$ cat src/rtl/dtim_pkg.sv
package dtim_pkg;
  typedef enum logic [1:0] {
    MODE_OFF  = 2'b00,
    MODE_ONE  = 2'b01,
    MODE_CONT = 2'b10,
    MODE_RSV  = 2'b11
  } run_mode_e;

  localparam int OFS_CNT  = 'h10;  // +4 per half
  localparam int OFS_PRD  = 'h18;  // +4 per half
  localparam int OFS_RUN  = 'h20;
  localparam int OFS_GLB  = 'h24;
  localparam int OFS_CMP  = 'h28;

  localparam int LO_MODE_LSB  = 6;
  localparam int HI_MODE_LSB  = 22;
  localparam int GMODE_LSB    = 2;
  localparam logic [1:0] GMODE_SPLIT = 2'b01;
  localparam int NUM_HALVES = 2;
endpackage

$ cat src/rtl/dtim_half.sv
module dtim_half
  import dtim_pkg::*;
#(
  parameter int CNT_W = 32
) (
  input  logic             clk_i,
  input  logic             rst_ni,
  input  logic             rel_i,
  input  logic             glob_run_i,
  input  logic [CNT_W-1:0] wdata_i,
  input  logic             cnt_we_i,
  input  logic             prd_we_i,
  input  logic             mode_we_i,
  input  logic [1:0]       mode_wdata_i,
  output logic [CNT_W-1:0] cnt_o,
  output logic [CNT_W-1:0] prd_o,
  output logic [1:0]       mode_o,
  output logic             adv_o,
  output logic [CNT_W-1:0] nxt_o,
  output logic             tick_o
);
  logic [CNT_W-1:0] cnt_q, prd_q, nxt;
  run_mode_e        mode_q;
  logic             tick_q, run, at_prd;

  assign run    = rel_i && glob_run_i && (mode_q == MODE_ONE || mode_q == MODE_CONT);
  assign at_prd = (cnt_q == prd_q);
  assign nxt    = at_prd ? '0 : cnt_q + CNT_W'(1);

  always_ff @(posedge clk_i or negedge rst_ni) begin
    if (!rst_ni) begin
      cnt_q <= '0;
    end else if (!rel_i) begin
      cnt_q <= '0;
    end else if (cnt_we_i) begin
      cnt_q <= wdata_i;
    end else if (run) begin
      cnt_q <= nxt;
    end
  end

  always_ff @(posedge clk_i or negedge rst_ni) begin
    if (!rst_ni)       prd_q <= '0;
    else if (prd_we_i) prd_q <= wdata_i;
  end

  // software write beats the single-pass self-clear
  always_ff @(posedge clk_i or negedge rst_ni) begin
    if (!rst_ni) begin
      mode_q <= MODE_OFF;
    end else if (mode_we_i) begin
      mode_q <= run_mode_e'(mode_wdata_i);
    end else if (run && at_prd && mode_q == MODE_ONE) begin
      mode_q <= MODE_OFF;
    end
  end

  always_ff @(posedge clk_i or negedge rst_ni) begin
    if (!rst_ni) tick_q <= 1'b0;
    else         tick_q <= run && at_prd;
  end

  assign cnt_o  = cnt_q;
  assign prd_o  = prd_q;
  assign mode_o = mode_q;
  assign adv_o  = rel_i && !cnt_we_i && run;
  assign nxt_o  = nxt;
  assign tick_o = tick_q;

  p_step_r3: assert property (@(posedge clk_i) disable iff (!rst_ni)
    (run && !at_prd && !cnt_we_i) |=> (cnt_q == $past(cnt_q) + CNT_W'(1)));

  p_freeze_r3: assert property (@(posedge clk_i) disable iff (!rst_ni)
    (rel_i && !run && !cnt_we_i) |=> $stable(cnt_q));

  p_wrap_zero_r4: assert property (@(posedge clk_i) disable iff (!rst_ni)
    (tick_q && !$past(cnt_we_i)) |-> (cnt_q == '0));

  p_oneshot_clr_r5: assert property (@(posedge clk_i) disable iff (!rst_ni)
    (run && at_prd && mode_q == MODE_ONE && !mode_we_i) |=> (mode_q == MODE_OFF));

  p_hold_r6: assert property (@(posedge clk_i) disable iff (!rst_ni)
    !rel_i |=> (cnt_q == '0));
endmodule

$ cat src/rtl/dtim_cmp.sv
module dtim_cmp #(
  parameter int CNT_W = 32
) (
  input  logic             clk_i,
  input  logic             rst_ni,
  input  logic             cmp_we_i,
  input  logic [CNT_W-1:0] wdata_i,
  input  logic             adv_i,
  input  logic [CNT_W-1:0] nxt_i,
  output logic [CNT_W-1:0] cmp_o,
  output logic             hit_o
);
  logic [CNT_W-1:0] cmp_q;
  logic             hit_q;

  always_ff @(posedge clk_i or negedge rst_ni) begin
    if (!rst_ni)       cmp_q <= '0;
    else if (cmp_we_i) cmp_q <= wdata_i;
  end

  // event when the counter steps onto the compare value
  always_ff @(posedge clk_i or negedge rst_ni) begin
    if (!rst_ni) hit_q <= 1'b0;
    else         hit_q <= adv_i && (nxt_i == cmp_q);
  end

  assign cmp_o = cmp_q;
  assign hit_o = hit_q;

  p_hit_src_r8: assert property (@(posedge clk_i) disable iff (!rst_ni)
    hit_q |-> $past(adv_i));
endmodule

$ cat src/rtl/dual_timer.sv
module dual_timer
  import dtim_pkg::*;
#(
  parameter int CNT_W  = 32,
  parameter int ADDR_W = 6
) (
  input  logic              clk_i,
  input  logic              rst_ni,
  input  logic [ADDR_W-1:0] addr_i,
  input  logic              wr_en_i,
  input  logic [31:0]       wdata_i,
  output logic [31:0]       rdata_o,
  output logic              irq_lo_o,
  output logic              irq_hi_o
);
  localparam int DATA_W = 32;
  localparam int GLB_W  = GMODE_LSB + 2;
  localparam logic [ADDR_W-1:0] A_RUN = ADDR_W'(OFS_RUN);
  localparam logic [ADDR_W-1:0] A_GLB = ADDR_W'(OFS_GLB);
  localparam logic [ADDR_W-1:0] A_CMP = ADDR_W'(OFS_CMP);

  logic [GLB_W-1:0] glb_q;
  logic             glob_run;
  logic [CNT_W-1:0] cnt  [NUM_HALVES];
  logic [CNT_W-1:0] prd  [NUM_HALVES];
  logic [CNT_W-1:0] nxt  [NUM_HALVES];
  logic [1:0]       mode [NUM_HALVES];
  logic             adv  [NUM_HALVES];
  logic             tick [NUM_HALVES];
  logic [CNT_W-1:0] cmp_val;
  logic             cmp_hit;
  logic             run_we;

  assign glob_run = (glb_q[GMODE_LSB +: 2] == GMODE_SPLIT);
  assign run_we   = wr_en_i && (addr_i == A_RUN);

  always_ff @(posedge clk_i or negedge rst_ni) begin
    if (!rst_ni)                           glb_q <= '0;
    else if (wr_en_i && addr_i == A_GLB)   glb_q <= wdata_i[GLB_W-1:0];
  end

  for (genvar h = 0; h < NUM_HALVES; h++) begin : g_half
    localparam int MLSB = (h == 0) ? LO_MODE_LSB : HI_MODE_LSB;
    localparam logic [ADDR_W-1:0] A_CNT = ADDR_W'(OFS_CNT + 4 * h);
    localparam logic [ADDR_W-1:0] A_PRD = ADDR_W'(OFS_PRD + 4 * h);

    dtim_half #(.CNT_W(CNT_W)) u_half (
      .clk_i        (clk_i),
      .rst_ni       (rst_ni),
      .rel_i        (glb_q[h]),
      .glob_run_i   (glob_run),
      .wdata_i      (wdata_i[CNT_W-1:0]),
      .cnt_we_i     (wr_en_i && addr_i == A_CNT),
      .prd_we_i     (wr_en_i && addr_i == A_PRD),
      .mode_we_i    (run_we),
      .mode_wdata_i (wdata_i[MLSB +: 2]),
      .cnt_o        (cnt[h]),
      .prd_o        (prd[h]),
      .mode_o       (mode[h]),
      .adv_o        (adv[h]),
      .nxt_o        (nxt[h]),
      .tick_o       (tick[h])
    );
  end

  dtim_cmp #(.CNT_W(CNT_W)) u_cmp (
    .clk_i    (clk_i),
    .rst_ni   (rst_ni),
    .cmp_we_i (wr_en_i && addr_i == A_CMP),
    .wdata_i  (wdata_i[CNT_W-1:0]),
    .adv_i    (adv[0]),
    .nxt_i    (nxt[0]),
    .cmp_o    (cmp_val),
    .hit_o    (cmp_hit)
  );

  always_comb begin
    rdata_o = '0;
    unique case (addr_i)
      ADDR_W'(OFS_CNT):     rdata_o = DATA_W'(cnt[0]);
      ADDR_W'(OFS_CNT + 4): rdata_o = DATA_W'(cnt[1]);
      ADDR_W'(OFS_PRD):     rdata_o = DATA_W'(prd[0]);
      ADDR_W'(OFS_PRD + 4): rdata_o = DATA_W'(prd[1]);
      A_RUN: begin
        rdata_o[LO_MODE_LSB +: 2] = mode[0];
        rdata_o[HI_MODE_LSB +: 2] = mode[1];
      end
      A_GLB:   rdata_o = DATA_W'(glb_q);
      A_CMP:   rdata_o = DATA_W'(cmp_val);
      default: rdata_o = '0;
    endcase
  end

  assign irq_lo_o = tick[0] | cmp_hit;
  assign irq_hi_o = tick[1];

  p_hi_rel_r9: assert property (@(posedge clk_i) disable iff (!rst_ni)
    irq_hi_o |-> $past(glb_q[1]));
endmodule

$ cat config.mk
export PLATFORM = sky130hd
export DESIGN_NAME = dual_timer
export DESIGN_NICKNAME = d
export VERILOG_FILES = /design/src/rtl/dtim_pkg.sv /design/src/rtl/dtim_half.sv /design/src/rtl/dtim_cmp.sv /design/src/rtl/dual_timer.sv
export SDC_FILE = /design/constraint.sdc
export NUM_CORES = 1
export LEC_CHECK = 0
export BUFFER_PORTS_ARGS = -buffer_cell sky130_fd_sc_hd__buf_2
export CORE_MARGIN = 4
export CORE_UTILIZATION = 45
export DETAILED_ROUTE_END_ITERATION = 10
export HOLD_SLACK_MARGIN = 0.02
export PLACE_DENSITY = 0.73
export SETUP_SLACK_MARGIN = 0.1
export SLEW_MARGIN = 20
export SYNTH_ARGS = -nofsm -noshare
export SYNTH_HDL_FRONTEND = slang
export SYNTH_SLANG_ARGS = --single-unit
export TNS_END_PERCENT = 20
$ cat constraint.sdc
create_clock -name clk_i -period 3.76 [get_ports clk_i]
set_clock_uncertainty 0.1 [all_clocks]
set_input_delay 0.188 -clock clk_i [delete_from_list [all_inputs] [get_ports clk_i]]
set_output_delay 0.188 -clock clk_i [all_outputs]
set_load 0.05 [all_outputs]
Word level (Yosys, flattened, before mapping):

Index checks and enable logic that the tools add are counted.

* bits of input ports: 41
* flip-flop bits (word level): 171
* logic and storage cells: 71
* output and inout bits: 34

* add/sub/neg operators: 2
* equal/unequal tests: 17
* muxes and demuxes: 17
* reductions and logical operators: 23
* bitwise gates (word level): 1

Operator list (number)
* two-way mux 32 bit: 8
* == test 32 bit: 3
* one-hot mux 14 bit (5 select lines): 1
* adder 32 x 1 -> 32 bit (second input constant): 2
* one-hot mux 8 bit (5 select lines): 1
* one-hot mux 6 bit (6 select lines): 1
* == test 6 x 5 -> 1 bit (second input constant): 4
* one-hot mux 2 bit (6 select lines): 2
* == test 6 bit (second input constant): 3
* logical AND 1 bit: 18
* two-way mux 2 bit: 4
* == test 2 x 1 -> 1 bit (second input constant): 3
* inequality test 3 x 1 -> 1 bit (second input constant): 2
* == test 2 bit (second input constant): 2
* nonzero test 2 bit: 2
* logical OR 1 bit: 2
* zero test 1 bit: 1
* OR 1 bit: 1

Logic depth before layout (Yosys ltp):

* depth after elaboration: 7
* gate-level depth with buffers: 11
* mapped depth without buffers: 9

Hierarchy:

A second synthesis with hierarchy kept.

* cells, all modules: 1207
* area total of the unflattened synthesis: 11846.4 um^2

By module, submodules not included
* dtim_half: cells an instance 451, times used 2, seq. area each 1676.6 um^2, area an instance 4410.5 um^2
* dtim_cmp: cells an instance 113, times used 1, seq. area each 825.8 um^2, area an instance 1560.2 um^2
* dual_timer: cells an instance 192, times used 1, seq. area each 100.1 um^2, area an instance 1465.2 um^2

Worst setup path before layout:

Ideal clock, no wire load.

* path kind: flip-flop to flip-flop
* start: register g_half[0].u_half.cnt_q[1]
* end: register u_cmp.hit_q, in the netlist u_cmp.hit_o
* required time: 3564 ps
* arrival: 2451 ps
* path slack: 1114 ps
* library setup time: 96 ps
* buffers on the path: 1
* clock period less this slack: 2646 ps
* stages on the path, launching flop included: 11
* cell sequence: dfrtp_1 > ha_1 > buf_2 > nand4_1 > nor3_2 > nand3_1 > xnor2_1 > or4_1 > nand3_1 > nand4_1 > nor4_2

* cells in the longest elaborated chain, start to end: 4
* elaborated cells on any way between the ends: 5
* classes of those cells: add/sub: 1; eq/ne: 2; mux: 1; reduce/logical: 1

RTL lines
* start: declaration: RTL line dtim_half.sv:22 `logic [CNT_W-1:0] cnt_q, prd_q, nxt;`
* start signal: assignment: RTL line dtim_half.sv:36 `cnt_q <= wdata_i;`
* start signal: assignment: RTL line dtim_half.sv:38 `cnt_q <= nxt;`
* adder 32 x 1 -> 32 bit / == test 32 bit (equally long branches): RTL line dtim_half.sv:28, dtim_half.sv:27
* two-way mux 32 bit *: RTL line dtim_half.sv:28 `assign nxt = at_prd ? '0 : cnt_q + CNT_W'(1);`
* == test 32 bit *: RTL line dtim_cmp.sv:24 `else hit_q <= adv_i && (nxt_i == cmp_q);`
* logical AND 1 bit *: RTL line dtim_cmp.sv:24
* end signal: assignment: RTL line dtim_cmp.sv:24
* end: declaration: RTL line dtim_cmp.sv:14 `logic hit_q;`

Mark *: on every way between the ends. The rest lies on a longest branch, timed or not.
A chain may end at the register's enable or synchronous reset.

Worst setup path after layout:

* start: register g_half[0].u_half.cnt_q[0]
* end: register u_cmp.hit_q, in the netlist u_cmp.hit_o

Same word-level chain as after synthesis.

==> impl_metrics.py <==
metrics = {
    "logic_synthesis": {
        "yosys_warnings": 0,
        "ys.flop_type": "dfrtp_1",
        "synthMuxAreaShare": 0.103,
        "synth-xor-area-share": 0.0936,
        "synthSimpleGateAreaFrac": 0.196,
        "synth_nets": 1255,
        "async_flop_share": 1.00,
        "yosys.area.top_type_share": 0.376,
        "synth_seq_area_share": 0.376,
        "yosys.area.top_type": "dfrtp_1",
        "yosysUniqueCellTypes": 81,
        "ys_ff_latch": 171,
        "syn_area_per_cell_um2": 9.41,
        "synth_edf_count": 0,
        "synth_top_family_by_area": "simple AND/OR/NAND/NOR gates",
        "synth_most_common_cell": "dfrtp_1",
        "syn_inst": 1210,
        "synth_common_cells": "171 x dfrtp_1, 121 x nand2_1, 101 x mux2_2, 79 x nor2_1, 68 x clkbuf_1",
        "synth-compound-area-share": 0.175,
        "synthTopCellsByArea": "dfrtp_1 38%, mux2_2 10%, xnor2_1 4.8%",
        "synthAdderAreaFrac": 0.00439,
        "netlist_area_um2": 11400,
    },
    "setup_path": {
        "reg2reg_slack_ps": 520,
        "worst_setup_path_start_kind": "flip-flop",
        "worst_ep_required_time_ps": 4000,
        "critPathKind": "flip-flop to flip-flop",
        "r2r_end": "u_cmp.hit_o",
        "crit-reg2reg-launch": "g_half[0].u_half.cnt_o[0]",
        "crit_arrival_ps": 3480,
        "worst_r2r_path_depth": 9,
        "end_kind": "flip-flop",
        "crit_fanout": 10,
    },
    "placed_design": {
        "post-dp-hpwl_um": 29300,
        "place_congestion": 1.01,
        "pre_cts_ws_ps": 593,
        "io_buffers": 74,
        "placed_cells": 1540,
    },
    "die": {
        "rows": 57,
        "fp.dieArea_um2": 27900,
        "core_region_area_um2": 24600,
        "die_width_um": 167,
        "start_util": 0.463,
        "die_h_um": 167,
        "io_pins": 75,
    },
    "clocking": {
        "cts_made_buffers": 17,
        "htreeDepth": 4,
        "clock-sinks": 171,
        "tritoncts": "yes",
        "clock_latency_ps": 440,
        "clkTransAtPathRegs_ps": 70,
        "postCtsSetupBuffers": 0,
        "ctsResizeCount": 0,
        "clock-root-buffer": "clkbuf_16",
        "postCtsHoldBufs": 29,
        "clockBufferDepth": 2,
    },
    "timing": {
        "max_freq_mhz": 309,
        "worst_slack_ps": 523,
        "worst_hold_slack_ps": 33.0,
        "fin_crit_sh": 0.861,
        "worstMarginPinSlew_ps": 996,
        "final_hold_viol_count": 0,
        "setup_viol": 0,
        "min_period_ps": 3240,
        "final_max_slew_viol_count": 0,
        "max-slew-margin-rel": 0.334,
        "setup_tns_ps": 0,
        "rsz0062_at_grt": "false",
    },
    "power": {
        "power.leakage_uw": 0.00558,
        "peakVddDrop_mv": 0.254,
        "p_per_area_nw_per_um2": 370,
    },
    "min_path": {
        "hold_depth": 3,
        "whs_endpoint": "g_half[0].u_half.cnt_o[15]",
        "hp-class": "input pin to flip-flop",
        "min_from": "wdata_i[15]",
    },
    "layout": {
        "fin_util": 0.524,
        "num_antenna_cells": 0,
        "nNetsFinal": 1309,
        "fin_cells": 1601,
        "drive_gt1_frac": 0.222,
        "synthToLayoutAreaGrowth_pct": 13.3,
    },
    "route": {
        "dr.pass1.iters": 8,
        "wl_met3_um": 3680,
        "route.met2.wl_um": 18400,
        "initialDrtViolationCount": 1407,
        "drcViolationCount": 0,
        "highest_layer": "met4",
        "vias_per_cell": 6.52,
        "wl_per_cell_um": 25.2,
        "vias": 10400,
        "ant_nets": 0,
        "wl_met1_um": 16500,
        "routed_wl_um": 40300,
    },
    "global_routing": {
        "grt_max_degree": 89,
        "antenna_found_initial": 0,
        "track_usage": 0.285,
        "grt.overflow.total": 0,
        "grt_pass1_wl_um": 62100,
        "grt_pass1_vias": 10100,
    },
    "status": {
        "run_status": "finished clean",
    },
    "run": {
        "maxCapViolations": 0,
    },
}
==> critical path, stage by stage (launching register included) <==
cell and delay [ps]:
dfrtp_1 540, ha_1 390, nand4_1 310, nor2_1 310
nand4_2 190, xor2_1 200, or4b_1 510, o311ai_0 140
nand4_1 180, nor4_2 280
==> cell type report <==
cell class / count / area [µm²]
fill: 2291 / 11700
multi-input combinational: 909 / 6540
sequential: 171 / 4280
timing repair buffer: 144 / 987
clock buffer: 20 / 457
tap: 324 / 405
clock inverter: 12 / 155
inverter: 21 / 81.3
==> registers in the layout, summed over array words and instances, names as in the netlist <==
name                  count
g_half.u_half.cnt_o      64
g_half.u_half.prd_o      64
u_cmp.cmp_o              32
g_half.u_half.mode_o      4
glb_q                     4
g_half.u_half.tick_o      2
u_cmp.hit_o               1
==> logic make-up (layout without fill, tap and decap cells) <==
| logic type | Yosys count | in the layout |
|---|---|---|
| simple gates | 416 | 416 |
| compound gates | 269 | 269 |
| flops | 171 | 171 |
| buf+inv | 130 | 197 |
| xor+xnor | 116 | 116 |
| mux | 104 | 104 |
| fa+ha+maj | 4 | 4 |
==> metal layers <==
metal / track usage / vias to the layer above
met5: 0 / -
met4: 0.103 / 0
met3: 0.0597 / 107
met2: 0.447 / 583
met1: 0.391 / 5140
li1: - / 4613
==> placed cells by master (no fill, tap or decap), types with 5 or more instances in the layout <==
cell / Yosys / layout
or2_2: 6 / 6
clkbuf_16: 0 / 17
a22oi_1: 45 / 45
o21ai_0: 67 / 67
o311a_1: 9 / 9
a21o_1: 5 / 5
nor2_1: 79 / 76
a211oi_1: 9 / 9
nand2_1: 121 / 120
nand4_1: 28 / 28
nor3b_1: 8 / 8
xnor2_1: 63 / 63
a21oi_1: 25 / 25
and4_1: 6 / 6
o31ai_1: 7 / 7
nor3_2: 6 / 5
nor3_1: 31 / 31
buf_4: 9 / 40
a222oi_1: 32 / 32
mux2_2: 101 / 101
nand3_1: 45 / 45
o211ai_1: 6 / 6
dlygate4sd3_1: 0 / 29
and3_1: 8 / 8
buf_2: 15 / 73
dfrtp_1: 171 / 171
inv_1: 19 / 19
o211a_1: 13 / 13
nand2b_1: 7 / 7
o311ai_0: 15 / 15
xor2_1: 49 / 49
nor4_1: 20 / 20
a221oi_1: 6 / 6
==> power breakdown <==
part,internal (µW),switching (µW)
Sequential,1990,204
Combinational,326,402
Clock,1040,819
Total,3350,1430
==> worst max-delay path by stage <==
stage | cells after the start | endpoint | from | slack [ps]
2_1_floorplan | 10 | u_cmp.hit_o | g_half[0].u_half.cnt_o[1] | 1110
3_3_place_gp | 8 | u_cmp.hit_o | g_half[0].u_half.cnt_o[2] | 590
3_5_place_dp | 9 | u_cmp.hit_o | g_half[0].u_half.cnt_o[0] | 590
4_1_cts | 9 | u_cmp.hit_o | g_half[0].u_half.cnt_o[0] | 560
5_1_grt | 9 | u_cmp.hit_o | g_half[0].u_half.cnt_o[0] | 230
6_report | 9 | u_cmp.hit_o | g_half[0].u_half.cnt_o[0] | 520
==> through the flow <==
step	cell area, µm²	power [µW]
2_1_floorplan	11400	2600
3_3_place_gp	12000	2890
3_5_place_dp	12000	2920
4_1_cts	12900	4790
5_1_grt	12900	4950
6_report	12900	4780
Power figures use the tool's default switching activity.
